===== src/rtl/rle_pkg.sv =====
package rle_pkg;
  localparam int unsigned BYTE_W  = 8;
  localparam int unsigned LEN_W   = 24;
  localparam int unsigned CNT_W   = 8;
  localparam int unsigned HDR_N   = 4;
  localparam int unsigned IDX_W   = $clog2(HDR_N);
  localparam int unsigned PAD_W   = 2;
  localparam int unsigned OUT_W   = 2 * BYTE_W;
  localparam int unsigned RUN_BIAS = 3;
  localparam int unsigned LIT_BIAS = 1;

  typedef enum logic [2:0] {
    S_IDLE, S_HDR, S_CTRL, S_RUNVAL, S_RUN, S_LIT, S_PAD, S_DONE
  } rle_state_e;
endpackage


===== src/rtl/rle_seq.sv =====
module rle_seq
  import rle_pkg::*;
(
  input  logic              clk,
  input  logic              rst_n,
  input  logic              start_i,
  input  logic              in_valid_i,
  input  logic [BYTE_W-1:0] in_data_i,
  output logic              in_ready_o,
  output logic              emit_valid_o,
  output logic [BYTE_W-1:0] emit_byte_o,
  input  logic              emit_ready_i,
  output logic              launch_o,
  output logic              done_o
);
  rle_state_e        state_q, state_d;
  logic [LEN_W-1:0]  rem_q, rem_d;
  logic [CNT_W-1:0]  cnt_q, cnt_d;
  logic [PAD_W-1:0]  pad_q, pad_d;
  logic [IDX_W-1:0]  idx_q, idx_d;
  logic [BYTE_W-1:0] val_q, val_d;
  logic              adv;
  logic              last_data;
  logic [CNT_W-1:0]  ctrl_len;

  assign last_data = (rem_q == LEN_W'(1));
  assign ctrl_len  = in_data_i[BYTE_W-1] ?
                     (CNT_W'(in_data_i[BYTE_W-2:0]) + CNT_W'(RUN_BIAS)) :
                     (CNT_W'(in_data_i[BYTE_W-2:0]) + CNT_W'(LIT_BIAS));

  always_comb begin
    state_d      = state_q;
    rem_d        = rem_q;
    cnt_d        = cnt_q;
    pad_d        = pad_q;
    idx_d        = idx_q;
    val_d        = val_q;
    in_ready_o   = 1'b0;
    emit_valid_o = 1'b0;
    emit_byte_o  = '0;
    launch_o     = 1'b0;
    adv          = 1'b0;
    case (state_q)
      S_IDLE: begin
        if (start_i) begin
          launch_o = 1'b1;
          idx_d    = '0;
          rem_d    = '0;
          state_d  = S_HDR;
        end
      end
      S_HDR: begin
        in_ready_o = 1'b1;
        if (in_valid_i) begin
          idx_d = idx_q + IDX_W'(1);
          if (idx_q != '0) rem_d = {in_data_i, rem_q[LEN_W-1:BYTE_W]};
          if (idx_q == IDX_W'(HDR_N - 1)) begin
            pad_d   = PAD_W'(~rem_d[PAD_W-1:0]) + PAD_W'(1);
            state_d = (rem_d == '0) ? S_DONE : S_CTRL;
          end
        end
      end
      S_CTRL: begin
        in_ready_o = 1'b1;
        if (in_valid_i) begin
          cnt_d   = ctrl_len;
          state_d = in_data_i[BYTE_W-1] ? S_RUNVAL : S_LIT;
        end
      end
      S_RUNVAL: begin
        in_ready_o = 1'b1;
        if (in_valid_i) begin
          val_d   = in_data_i;
          state_d = S_RUN;
        end
      end
      S_RUN: begin
        emit_valid_o = 1'b1;
        emit_byte_o  = val_q;
        adv          = emit_ready_i;
      end
      S_LIT: begin
        emit_valid_o = in_valid_i;
        emit_byte_o  = in_data_i;
        in_ready_o   = emit_ready_i;
        adv          = in_valid_i && emit_ready_i;
      end
      S_PAD: begin
        emit_valid_o = 1'b1;
        emit_byte_o  = '0;
        if (emit_ready_i) begin
          pad_d = pad_q - PAD_W'(1);
          if (pad_q == PAD_W'(1)) state_d = S_DONE;
        end
      end
      S_DONE: state_d = S_IDLE;
      default: state_d = S_IDLE;
    endcase
    if (adv) begin
      rem_d = rem_q - LEN_W'(1);
      cnt_d = cnt_q - CNT_W'(1);
      if (last_data)                state_d = (pad_q == '0) ? S_DONE : S_PAD;
      else if (cnt_q == CNT_W'(1))  state_d = S_CTRL;
    end
  end

  assign done_o = (state_q == S_DONE);

  always_ff @(posedge clk or negedge rst_n) begin
    if (!rst_n) begin
      state_q <= S_IDLE;
      rem_q   <= '0;
      cnt_q   <= '0;
      pad_q   <= '0;
      idx_q   <= '0;
      val_q   <= '0;
    end else begin
      state_q <= state_d;
      rem_q   <= rem_d;
      cnt_q   <= cnt_d;
      pad_q   <= pad_d;
      idx_q   <= idx_d;
      if (state_q == S_RUNVAL) val_q <= val_d;
    end
  end
endmodule


===== src/rtl/rle_pack.sv =====
module rle_pack
  import rle_pkg::*;
(
  input  logic              clk,
  input  logic              rst_n,
  input  logic              clr_i,
  input  logic              half_i,
  input  logic              byte_valid_i,
  input  logic [BYTE_W-1:0] byte_i,
  output logic              byte_ready_o,
  output logic              out_valid_o,
  output logic [OUT_W-1:0]  out_data_o,
  input  logic              out_ready_i
);
  logic              phase_q;
  logic [BYTE_W-1:0] low_q;
  logic              take;

  always_comb begin
    if (!half_i) begin
      out_valid_o  = byte_valid_i;
      out_data_o   = {{BYTE_W{1'b0}}, byte_i};
      byte_ready_o = out_ready_i;
    end else if (!phase_q) begin
      out_valid_o  = 1'b0;
      out_data_o   = '0;
      byte_ready_o = 1'b1;
    end else begin
      out_valid_o  = byte_valid_i;
      out_data_o   = {byte_i, low_q};
      byte_ready_o = out_ready_i;
    end
  end

  assign take = half_i && byte_valid_i && byte_ready_o;

  always_ff @(posedge clk or negedge rst_n) begin
    if (!rst_n) begin
      phase_q <= 1'b0;
      low_q   <= '0;
    end else begin
      if (clr_i)     phase_q <= 1'b0;
      else if (take) phase_q <= ~phase_q;
      if (take && !phase_q) low_q <= byte_i;
    end
  end
endmodule


===== src/rtl/rle_expander.sv =====
module rle_expander
  import rle_pkg::*;
(
  input  logic              clk,
  input  logic              rst_n,
  input  logic              start_i,
  input  logic              halfword_i,
  input  logic              in_valid_i,
  input  logic [BYTE_W-1:0] in_data_i,
  output logic              in_ready_o,
  output logic              out_valid_o,
  output logic [OUT_W-1:0]  out_data_o,
  input  logic              out_ready_i,
  output logic              done_o
);
  logic              launch;
  logic              mode_q;
  logic              emit_valid;
  logic              emit_ready;
  logic [BYTE_W-1:0] emit_byte;

  always_ff @(posedge clk or negedge rst_n) begin
    if (!rst_n)      mode_q <= 1'b0;
    else if (launch) mode_q <= halfword_i;
  end

  rle_seq u_seq (
    .clk          (clk),
    .rst_n        (rst_n),
    .start_i      (start_i),
    .in_valid_i   (in_valid_i),
    .in_data_i    (in_data_i),
    .in_ready_o   (in_ready_o),
    .emit_valid_o (emit_valid),
    .emit_byte_o  (emit_byte),
    .emit_ready_i (emit_ready),
    .launch_o     (launch),
    .done_o       (done_o)
  );

  rle_pack u_pack (
    .clk          (clk),
    .rst_n        (rst_n),
    .clr_i        (launch),
    .half_i       (mode_q),
    .byte_valid_i (emit_valid),
    .byte_i       (emit_byte),
    .byte_ready_o (emit_ready),
    .out_valid_o  (out_valid_o),
    .out_data_o   (out_data_o),
    .out_ready_i  (out_ready_i)
  );
endmodule


===== config.mk =====
export PLATFORM = sky130hd
export DESIGN_NAME = rle_expander
export DESIGN_NICKNAME = d
export VERILOG_FILES = /design/src/rtl/rle_pkg.sv /design/src/rtl/rle_seq.sv /design/src/rtl/rle_pack.sv /design/src/rtl/rle_expander.sv
export SDC_FILE = /design/constraint.sdc
export NUM_CORES = 1
export LEC_CHECK = 0
export ABC_AREA = 0
export ABC_CLOCK_PERIOD_IN_PS = 2950
export BUFFER_PORTS_ARGS = -buffer_cell sky130_fd_sc_hd__buf_2
export CAP_MARGIN = 40
export CORE_MARGIN = 2
export CORE_UTILIZATION = 50
export DETAILED_ROUTE_END_ITERATION = 12
export GPL_TIMING_DRIVEN = 0
export PLACE_DENSITY = 0.7
export SLEW_MARGIN = 20
export SYNTH_ARGS = -nofsm -noshare
export SYNTH_HDL_FRONTEND = slang
export SYNTH_SLANG_ARGS = --single-unit

===== constraint.sdc =====
create_clock -name clk -period 2.95 [get_ports clk]
set_clock_uncertainty 0.15 [all_clocks]
set_input_delay 0.59 -clock clk [delete_from_list [all_inputs] [get_ports clk]]
set_output_delay 0.59 -clock clk [all_outputs]
set_load 0.03 [all_outputs]

==> reports/qor.yml, run 1 <==
logic_synthesis:
  yosysSeqAreaShare_pct: 36.7
  synth.distinct_cells: 68
  synth_nets: 476
  syn_area_per_cell_um2: 8.65
  async_flop_share_pct: 100
  syn_inst: 450
  syn_area_mm2: 0.00389
  yosys_warnings: 0
  synth_edf_count: 0
  ys_ff_latch: 57
  ys.flop_type: "dfrtp_1"
layout:
  nets: 517
  syn_to_final_growth_pct: 13.0
  post_layout_nonfiller_instances: 597
  drive_above_1_share_pct: 17.0
  diodes: 0
worst_hold_path:
  hold_depth: 2
  min_path_type: "input pin to flop"
  hp-start: "halfword_i"
  hold_path_end: "mode_q$_DFFE_PN0P_"
timing:
  hold-worst-slack_ns: 0.327
  relSlewSlack_pct: 47.1
  finalSetupViolCount: 0
  slew_viol_final: 0
  setup_slack_ns: 0.166
  max_freq_mhz: 359
  worstMarginPinSlew_ns: 0.790
  fin_crit_sh_pct: 94.4
  rsz0062_at_grt: "no"
  final.min_clock_period_ns: 2.78
  finalHoldViolCount: 0
  setup_tns_ns: 0
worst_setup_path:
  crit_fanout: 14
  worstSetupEndpointType: "output port"
  start_kind: "flop"
  worstPathRequired_ns: 2.21
  rr_worst_depth: 10
  regToRegStartpoint: "u_seq.idx_q[0]$_DFFE_PN0P_"
  crit_type: "flop to output port"
  r2r-end: "u_seq.state_q[2]$_DFF_PN0_"
  cp_slowest_cell: "dfrtp_1"
  crit_chain: "clkbuf_2, mux2_2, nand2_1, o21ai_0, buf_2"
  cpLargestDelayFamily: "flip-flops"
  ff2ff_setup_slack_ns: 0.24
  path_buf_inv: 2
  critical_path.max_stage_delay_ns: 0.59
  arrival_ns: 2.04
power:
  leakagePower_nw: 1.95
  power.switching_mw: 2.31
  clkPwrFrac_pct: 15.6
  pwr-share-seq_pct: 30.3
  vdd_ir_drop_max_uv: 536
  internal-power_mw: 2.51
  p_sw_share_pct: 47.9
  pwr-share-comb_pct: 54.1
  powerDensity_mw_per_mm2: 1100
placement:
  gp_congestion: 0.975
  portBuffers: 29
  dp_cells: 581
  place_ws_ns: 0.0928
  dp_hpwl_um: 7980
drt:
  wl_um: 11300
  wl_per_cell_um: 18.9
  drtPass1Iterations: 5
  drc: 0
  via_per_inst: 6.31
  num_vias: 3769
  postRouteAntennaNets: 0
  drt_iter0_drc: 270
clock_tree:
  path_clk_slew_ns: 0.06
  root_buffer: "clkbuf_8"
  clkLatencyLatePin_ns: 0.35
  post_cts_buffers: 0
  cts_max_level: 3
  cts_tree: "built"
  cts_sinks: 57
  numCtsBuffers: 9
  cts_buffer_depth: 2
global_routing:
  grt_pass1_wl_um: 18600
  grt_max_degree: 58
  antenna_found_initial: 0
  grt_remaining_overflow: 0
  grt_pass1_vias: 3750
  track_usage_pct: 28.0
outcome:
  status: "completed"
floorplanning:
  row_count: 32
  die_w_um: 92.2
  die-area_mm2: 0.00850
  start_util_pct: 50.9
  ios: 33
  dieHeight_um: 92.2
  core_mm2: 0.00765
run:
  maxCapViolCount: 0
==> cells by family after synthesis <==
kind of cell / Yosys count / synth area share [%]
AOI/OAI and AO/OA: 126 / 22.3
xor gates and xnor gates: 7 / 1.58
adders and majority gates: 12 / 4.05
buffers and inverters: 46 / 5.53
DFF: 57 / 36.7
muxes: 21 / 5.88
and+or+nand+nor: 181 / 24.0
==> worst reg2reg max path, cell delays in order, from the launching register on <==
cell       delay, ns
dfrtp_1         0.38
inv_1           0.12
ha_1            0.23
clkbuf_2        0.29
mux2_2          0.39
inv_1           0.10
ha_1            0.20
o2111ai_1       0.12
nor3_1          0.32
a41o_1          0.24
a21bo_1         0.11
==> what timing repair did <==
item,CTS,global route
hold endpoints to repair,0,1
pin swaps,0,0
gates resized for setup,1,1
endpoints found under the setup margin,14,16
hold buffers,0,1
==> cells in the final DEF, fill, tap and decap left out, types with 7 or more instances in the layout <==
cell,count
a21oi_1,18
nor3_1,12
nor2_1,35
buf_2,31
or4_1,7
o211ai_1,8
dfrtp_1,57
nand2_1,61
nand3_1,14
ha_1,11
clkbuf_1,15
clkbuf_8,11
inv_1,18
mux2_2,15
o21ai_0,40
nor4_1,8
==> cell usage after synthesis, drive strengths merged (3+ instances only) <==
master / count / share of area, %
a21o: 5 / 0.96
a21oi: 18 / 2.3
a221o: 6 / 1.5
a22oi: 5 / 0.96
a311oi: 3 / 0.68
a31oi: 6 / 0.96
and2: 4 / 0.64
buf: 11 / 2.1
clkbuf: 17 / 1.7
dfrtp: 57 / 37
ha: 11 / 3.5
inv: 18 / 1.7
mux2: 15 / 4.3
mux2i: 6 / 1.5
nand2: 61 / 5.9
nand2b: 6 / 0.96
nand3: 14 / 1.8
nand3b: 3 / 0.58
nand4: 4 / 0.64
nand4b: 4 / 0.90
nor2: 36 / 3.7
nor2b: 5 / 0.80
nor3: 13 / 1.8
nor4: 10 / 1.9
o211ai: 8 / 1.5
o21ai: 41 / 5.4
o221ai: 5 / 1.1
o22ai: 3 / 0.48
o311ai: 7 / 1.8
or4: 8 / 1.6
xnor2: 3 / 0.68
xor2: 4 / 0.90
==> power groups by stage <==
stage	clock [mW]	combinational [mW]	sequential, mW
after detailed placement	0	2.57	1.45
final	0.752	2.61	1.46
after global placement	0	2.53	1.44
after global routing	0.794	2.88	1.50
after floorplan	0	1.95	1.34
after CTS	0.757	2.59	1.43
==> per-layer routing <==
metal,share of wire (%),GRT usage (%),routed length [um],vias to the layer above
met2,47,43.9,5260,172
met1,43,36.9,4880,1822
met5,0,0,0,-
met4,2.8,13.3,314,0
li1,-,-,-,1745
met3,7.4,5.92,838,30
==> area by class of cell <==
class | instances | area [um2]
Clock inverter | 3 | 40.0
Buffer | 27 | 146
Clock buffer | 12 | 155
Multi-Input combinational cell | 347 | 2250
Timing Repair Buffer | 31 | 185
Fill cell | 719 | 3250
Tap cell | 102 | 128
Inverter | 18 | 67.6
Sequential cell | 57 | 1430
==> how the worst max path moves through the flow <==
| stage | from | endpoint | cells after the start |
|---|---|---|---|
| detailed placement | u_seq.idx_q[0]$_DFFE_PN0P_ | u_seq.state_q[2]$_DFF_PN0_ | 10 |
| global route | u_seq.state_q[0]$_DFF_PN0_ | out_data_o[2] | 5 |
| CTS | u_seq.state_q[0]$_DFF_PN0_ | out_data_o[1] | 6 |
| finish | u_seq.state_q[0]$_DFF_PN0_ | out_data_o[1] | 5 |
| floorplan | u_seq.state_q[0]$_DFF_PN0_ | out_data_o[3] | 5 |
| global placement | u_seq.idx_q[0]$_DFFE_PN0P_ | u_seq.state_q[2]$_DFF_PN0_ | 10 |
==> registers in the layout (all words and copies together), names as in the netlist <==
signal and cells:
u_pack.low_q 8, u_seq.idx_q 2, mode_q 1, u_seq.pad_q 2
u_seq.rem_q 24, u_seq.state_q 3, u_pack.phase_q 1, u_seq.cnt_q 8
u_seq.val_q 8
==> through the flow <==
stage	power, mW	area, um2	util, %
2_1_floorplan	3.30	3890	-
3_3_place_gp	3.96	4160	54.5
3_5_place_dp	4.02	4170	54.5
4_1_cts	4.78	4360	57.1
5_1_grt	5.18	4400	57.5
6_report	4.82	4400	57.5
Note: power is estimated with default switching activity, not from simulation.
==> run 2: changes to the inputs <==
--- a/config.mk
+++ b/config.mk
@@ -13,6 +13,7 @@
 export CORE_UTILIZATION = 50
 export DETAILED_ROUTE_END_ITERATION = 12
 export GPL_TIMING_DRIVEN = 0
+export MAX_ROUTING_LAYER = met4
 export PLACE_DENSITY = 0.7
 export SLEW_MARGIN = 20
 export SYNTH_ARGS = -nofsm -noshare
==> reports/qor.yml, run 2 (synthesis results as in run 1) <==
outcome:
  status: "completed"
layout:
  fillCellCount: 698
  largest_register: "u_seq.rem_q"
  largest_reg_flops: 24
  diodes: 0
  nets: 515
  layout_commonest_cell: "nand2_1"
  syn_to_final_growth_pct: 11.8
  stdcell_area_mm2: 0.00435
  layout_common_cells: "61 x nand2_1, 57 x dfrtp_1, 40 x o21ai_0"
  drive_above_1_share_pct: 17.0
worst_setup_path:
  crit_type: "flop to output port"
  critical_path.max_stage_delay_ns: 0.58
  crit_fanout: 14
  r2r-end: "u_seq.rem_q[20]$_DFFE_PN0P_"
  worstPathRequired_ns: 2.21
  rr_worst_depth: 6
  cp_slowest_cell: "dfrtp_1"
  worstSetupEndpointType: "output port"
  path_buf_inv: 2
  regToRegStartpoint: "u_seq.rem_q[5]$_DFFE_PN0P_"
  crit_chain: "clkbuf_2, mux2_2, nand2_1, o21ai_0, buf_2"
  ff2ff_setup_slack_ns: 0.24
  start_kind: "flop"
  cpLargestDelayFamily: "flip-flops"
  arrival_ns: 2.06
floorplanning:
  die_w_um: 92.2
  start_util_pct: 50.9
  die-area_mm2: 0.00850
  dieHeight_um: 92.2
  row_count: 32
  core_mm2: 0.00765
  ios: 33
timing:
  slew_viol_final: 0
  finalSetupViolCount: 0
  rsz0062_at_grt: "no"
  finalHoldViolCount: 0
  max_freq_mhz: 357
  fin_crit_sh_pct: 95.1
  hold-worst-slack_ns: 0.137
  worstMarginPinSlew_ns: 0.787
  setup_tns_ns: 0
  relSlewSlack_pct: 47.3
  setup_slack_ns: 0.145
  final.min_clock_period_ns: 2.80
global_routing:
  antenna_found_initial: 0
  grt_remaining_overflow: 0
  track_usage_pct: 28.6
  grt_max_degree: 58
  grt_pass1_vias: 3607
  grt_pass1_wl_um: 18300
clock_tree:
  cts_buffer_depth: 2
  cts_tree: "built"
  cts_sinks: 57
  cts_max_level: 3
  post_cts_buffers: 0
  holdBufCountCts: 0
  path_clk_slew_ns: 0.07
  cts_resized: 1
  root_buffer: "clkbuf_8"
  numCtsBuffers: 9
  clkLatencyLatePin_ns: 0.36
power:
  leakagePower_nw: 1.93
  powerDensity_mw_per_mm2: 1100
  vdd_ir_drop_max_uv: 499
drt:
  wl_um: 11400
  drtPass1Iterations: 5
  drc: 0
  drt_iter0_drc: 401
  postRouteAntennaNets: 0
  via_per_inst: 6.30
  num_vias: 3746
  wl_per_cell_um: 19.1
placement:
  gp_congestion: 0.939
  portBuffers: 29
  place_area_mm2: 0.00417
  place_ws_ns: 0.109
  dp_hpwl_um: 7990
run:
  maxCapViolCount: 0
worst_hold_path:
  min_path_type: "input pin to async pin"
==> run 2: worst reg2reg max path, cell delays in order (launching register included) <==
cell      delay, ns
dfrtp_1        0.36
clkbuf_1       0.23
nor4_2         0.57
nand3_1        0.35
nor3_1         0.48
nand2_1        0.11
a311o_1        0.36
==> run 2: final cells by class <==
cell class                 count  area, um2  area share (%)
buffer                        27        146            3.37
multi-input combinational    347       2250            51.7
tap                          102        128            2.93
inverter                      18       67.6            1.55
clock buffer                   9        124            2.85
clock inverter                 6       60.1            1.38
sequential                    57       1430            32.8
timing repair buffer          29        148            3.39
==> run 2: per-stage QoR <==
stage          power [mW]  std cells  utilization, %
2_1_floorplan        3.30        450               -
3_3_place_gp         3.96        581            54.5
3_5_place_dp         4.01        581            54.5
4_1_cts              4.74        596            56.9
5_1_grt              5.13        595            56.9
6_report             4.78        595            56.9
==> run 2: worst max path at each step <==
stage	from	end	slack, ns	depth (start not counted)
floorplan	u_seq.state_q[0]$_DFF_PN0_	out_data_o[3]	0.29	5
global placement	u_seq.idx_q[0]$_DFFE_PN0P_	u_seq.state_q[2]$_DFF_PN0_	0.1	10
detailed placement	u_seq.idx_q[0]$_DFFE_PN0P_	u_seq.state_q[2]$_DFF_PN0_	0.11	10
CTS	u_seq.state_q[0]$_DFF_PN0_	out_data_o[7]	0.002	6
global route	u_seq.state_q[0]$_DFF_PN0_	out_data_o[7]	0.01	5
finish	u_seq.state_q[0]$_DFF_PN0_	out_data_o[7]	0.15	5
==> run 2: power breakdown <==
group	switching, mW	internal (mW)	total, mW
logic	1.64	0.970	2.61
clock network	0.342	0.380	0.722
registers	0.346	1.11	1.45
total	2.32	2.46	4.78
==> run 2: routing by layer <==
metal	routed length, um	share of wire (%)	vias to the layer above	GRT usage, %
met5	0	0	-	-
li1	-	-	1748	-
met4	280	2.5	0	12.8
met1	5070	45	1797	37.5
met3	741	6.5	28	4.19
met2	5270	46	173	44.2
==> run 3: changes to the inputs <==
--- a/config.mk
+++ b/config.mk
@@ -5,7 +5,7 @@
 export SDC_FILE = /design/constraint.sdc
 export NUM_CORES = 1
 export LEC_CHECK = 0
-export ABC_AREA = 0
+export ABC_AREA = 1
 export ABC_CLOCK_PERIOD_IN_PS = 2950
 export BUFFER_PORTS_ARGS = -buffer_cell sky130_fd_sc_hd__buf_2
 export CAP_MARGIN = 40
@@ -14,7 +14,7 @@
 export DETAILED_ROUTE_END_ITERATION = 12
 export GPL_TIMING_DRIVEN = 0
 export MAX_ROUTING_LAYER = met4
-export PLACE_DENSITY = 0.7
+export PLACE_DENSITY = 0.69
 export SLEW_MARGIN = 20
 export SYNTH_ARGS = -nofsm -noshare
 export SYNTH_HDL_FRONTEND = slang
==> reports/qor.yml, run 3 <==
outcome:
  status: "completed"
floorplanning:
  die-area_mm2: 0.00899
  start_util_pct: 51.0
  die_w_um: 94.8
  dieHeight_um: 94.8
  core_mm2: 0.00809
  row_count: 33
  ios: 33
clock_tree:
  cts_buffer_depth: 2
  cts_tree: "built"
  root_buffer: "clkbuf_8"
  post_cts_buffers: 0
  holdBufCountCts: 0
  cts_max_level: 3
  path_clk_slew_ns: 0.07
  clkLatencyLatePin_ns: 0.35
  cts_resized: 0
  numCtsBuffers: 9
  cts_sinks: 57
power:
  vdd_ir_drop_max_uv: 549
  leakagePower_nw: 2.27
  powerDensity_mw_per_mm2: 1100
drt:
  postRouteAntennaNets: 0
  drc: 0
  num_vias: 4355
  wl_per_cell_um: 15.4
  via_per_inst: 5.60
  wl_um: 12000
  drt_iter0_drc: 238
  drtPass1Iterations: 6
timing:
  final.min_clock_period_ns: 2.80
  finalHoldViolCount: 0
  setup_tns_ns: 0
  max_freq_mhz: 357
  relSlewSlack_pct: 50.2
  finalSetupViolCount: 0
  worstMarginPinSlew_ns: 0.748
  rsz0062_at_grt: "no"
  slew_viol_final: 0
  fin_crit_sh_pct: 95.1
worst_setup_path:
  ff2ff_setup_slack_ns: 0.51
  worstPathRequired_ns: 2.21
  start_kind: "flop"
  rr_worst_depth: 16
  crit_chain: "inv_2, nand2_1, nor2_2, nand2_1, o21ai_0, inv_1, o21ai_0, buf_2"
  regToRegStartpoint: "u_seq.idx_q[0]$_DFFE_PN0P_"
  critical_path.max_stage_delay_ns: 0.46
  r2r-end: "u_seq.state_q[0]$_DFF_PN0_"
  worstSetupEndpointType: "output port"
  cp_slowest_cell: "dfrtp_1"
  crit_fanout: 9
  arrival_ns: 2.06
  crit_type: "flop to output port"
layout:
  layout_commonest_cell: "nand2_1"
  layout_common_cells: "176 x nand2_1, 81 x nor2_1, 72 x inv_1"
  nets: 694
  largest_reg_flops: 24
  fillCellCount: 848
  diodes: 0
  largest_register: "u_seq.rem_q"
  post-route-util_pct: 56.6
  syn_to_final_growth_pct: 11.1
  drive_above_1_share_pct: 11.6
logic_synthesis:
  syn_area_mm2: 0.00412
  synth_edf_count: 0
  synthTopCellsByCount: "176 x nand2_1, 82 x nor2_1, 72 x inv_1, 66 x o21ai_0, 57 x dfrtp_1"
  yosys.area.top_type_share_pct: 34.6
  async_flop_share_pct: 100
  yosysSeqAreaShare_pct: 34.6
  syn_area_per_cell_um2: 6.60
  yosys_warnings: 0
  synth_area_leaders: "dfrtp_1 35%, nand2_1 16%, o21ai_0 8.0%"
  synth_nets: 651
  ys_ff_latch: 57
  syn_inst: 625
  yosysMostFrequentCell: "nand2_1"
  synth.distinct_cells: 37
  ys.flop_type: "dfrtp_1"
  yosys.area.top_type: "dfrtp_1"
global_routing:
  grt_busiest_layer: "met2"
  use_met1_pct: 37.9
  grt_pass1_wl_um: 19500
  grt_max_degree: 58
  grt_remaining_overflow: 0
  grt_pass1_vias: 4027
  met2_usage_pct: 45.7
  met3_usage_pct: 3.35
  track_usage_pct: 29.2
  antenna_found_initial: 0
placement:
  gp_congestion: 0.957
  portBuffers: 32
  dp_hpwl_um: 8860
run:
  maxCapViolCount: 0
worst_hold_path:
  min_path_type: "input pin to async pin"
[run 3: cell type report]
class	instances	area (um2)	area share [%]
Timing Repair Buffer	32	163	3.55
Inverter	81	304	6.63
Sequential cell	57	1430	31.1
Multi-Input combinational cell	472	2320	50.6
Tap cell	105	131	2.87
Clock buffer	12	145	3.17
Buffer	15	78.8	1.72
Clock inverter	3	17.5	0.382
[run 3: worst max path at each step]
stage,start,to,slack (ns)
after floorplan,u_seq.state_q[0]$_DFF_PN0_,out_data_o[0],0.44
after global placement,u_seq.state_q[0]$_DFF_PN0_,out_data_o[1],0.42
after detailed placement,u_seq.state_q[0]$_DFF_PN0_,out_data_o[1],0.41
after CTS,u_seq.state_q[0]$_DFF_PN0_,out_data_o[1],0.03
after global routing,u_seq.state_q[0]$_DFF_PN0_,out_data_o[1],0.07
final,u_seq.state_q[0]$_DFF_PN0_,out_data_o[1],0.15
[run 3: routing by layer]
| layer | share of wire, % | up-vias |
|---|---|---|
| met2 | 47 | 154 |
| met4 | 3.1 | 0 |
| li1 | - | 2124 |
| met1 | 44 | 2047 |
| met3 | 6.2 | 30 |
| met5 | 0 | - |
[run 3: cell families (layout without fill, tap and decap cells)]
kind of cell               after synthesis  count (layout)  share of synthesized area, %
DFF                                     57              57                          34.6
and+or+nand+nor                        333             333                          34.4
AOI/OAI and AO/OA                      119             119                          16.2
xor gates and xnor gates                 8               8                          1.70
adders and majority gates               12              12                          3.82
buffers and inverters                   96             143                          9.28
[run 3: power breakdown]
group / leakage (nW) / internal [mW] / switching (mW) / total [mW]
Combinational: 1.48 / 0.910 / 2.01 / 2.92
Clock: 0.0822 / 0.320 / 0.323 / 0.644
Sequential: 0.714 / 1.14 / 0.347 / 1.49
Total: 2.27 / 2.38 / 2.68 / 5.06
[run 3: worst max-delay path, delay by kind of cell (launching register included)]
kind            cells  cell delay [ns]
flops               1             0.46
compound gates      2             0.32
simple gates        3             0.50
buf+inv             3             0.44
[run 3: per-stage QoR]
| step | cells | power (mW) | cell area, um2 | setup slack [ns] | hold slack (ns) |
|---|---|---|---|---|---|
| final | 777 | 5.06 | 4580 | 0.145 | 0.137 |
| after global routing | 777 | 5.53 | 4580 | 0.0722 | 0.216 |
| after CTS | 777 | 5.02 | 4580 | 0.0262 | 0.192 |
| after detailed placement | 762 | 4.37 | 4420 | 0.408 | 0.323 |
| after global placement | 762 | 4.30 | 4420 | 0.424 | 0.317 |
| after floorplan | 625 | 3.57 | 4120 | 0.444 | 0.144 |
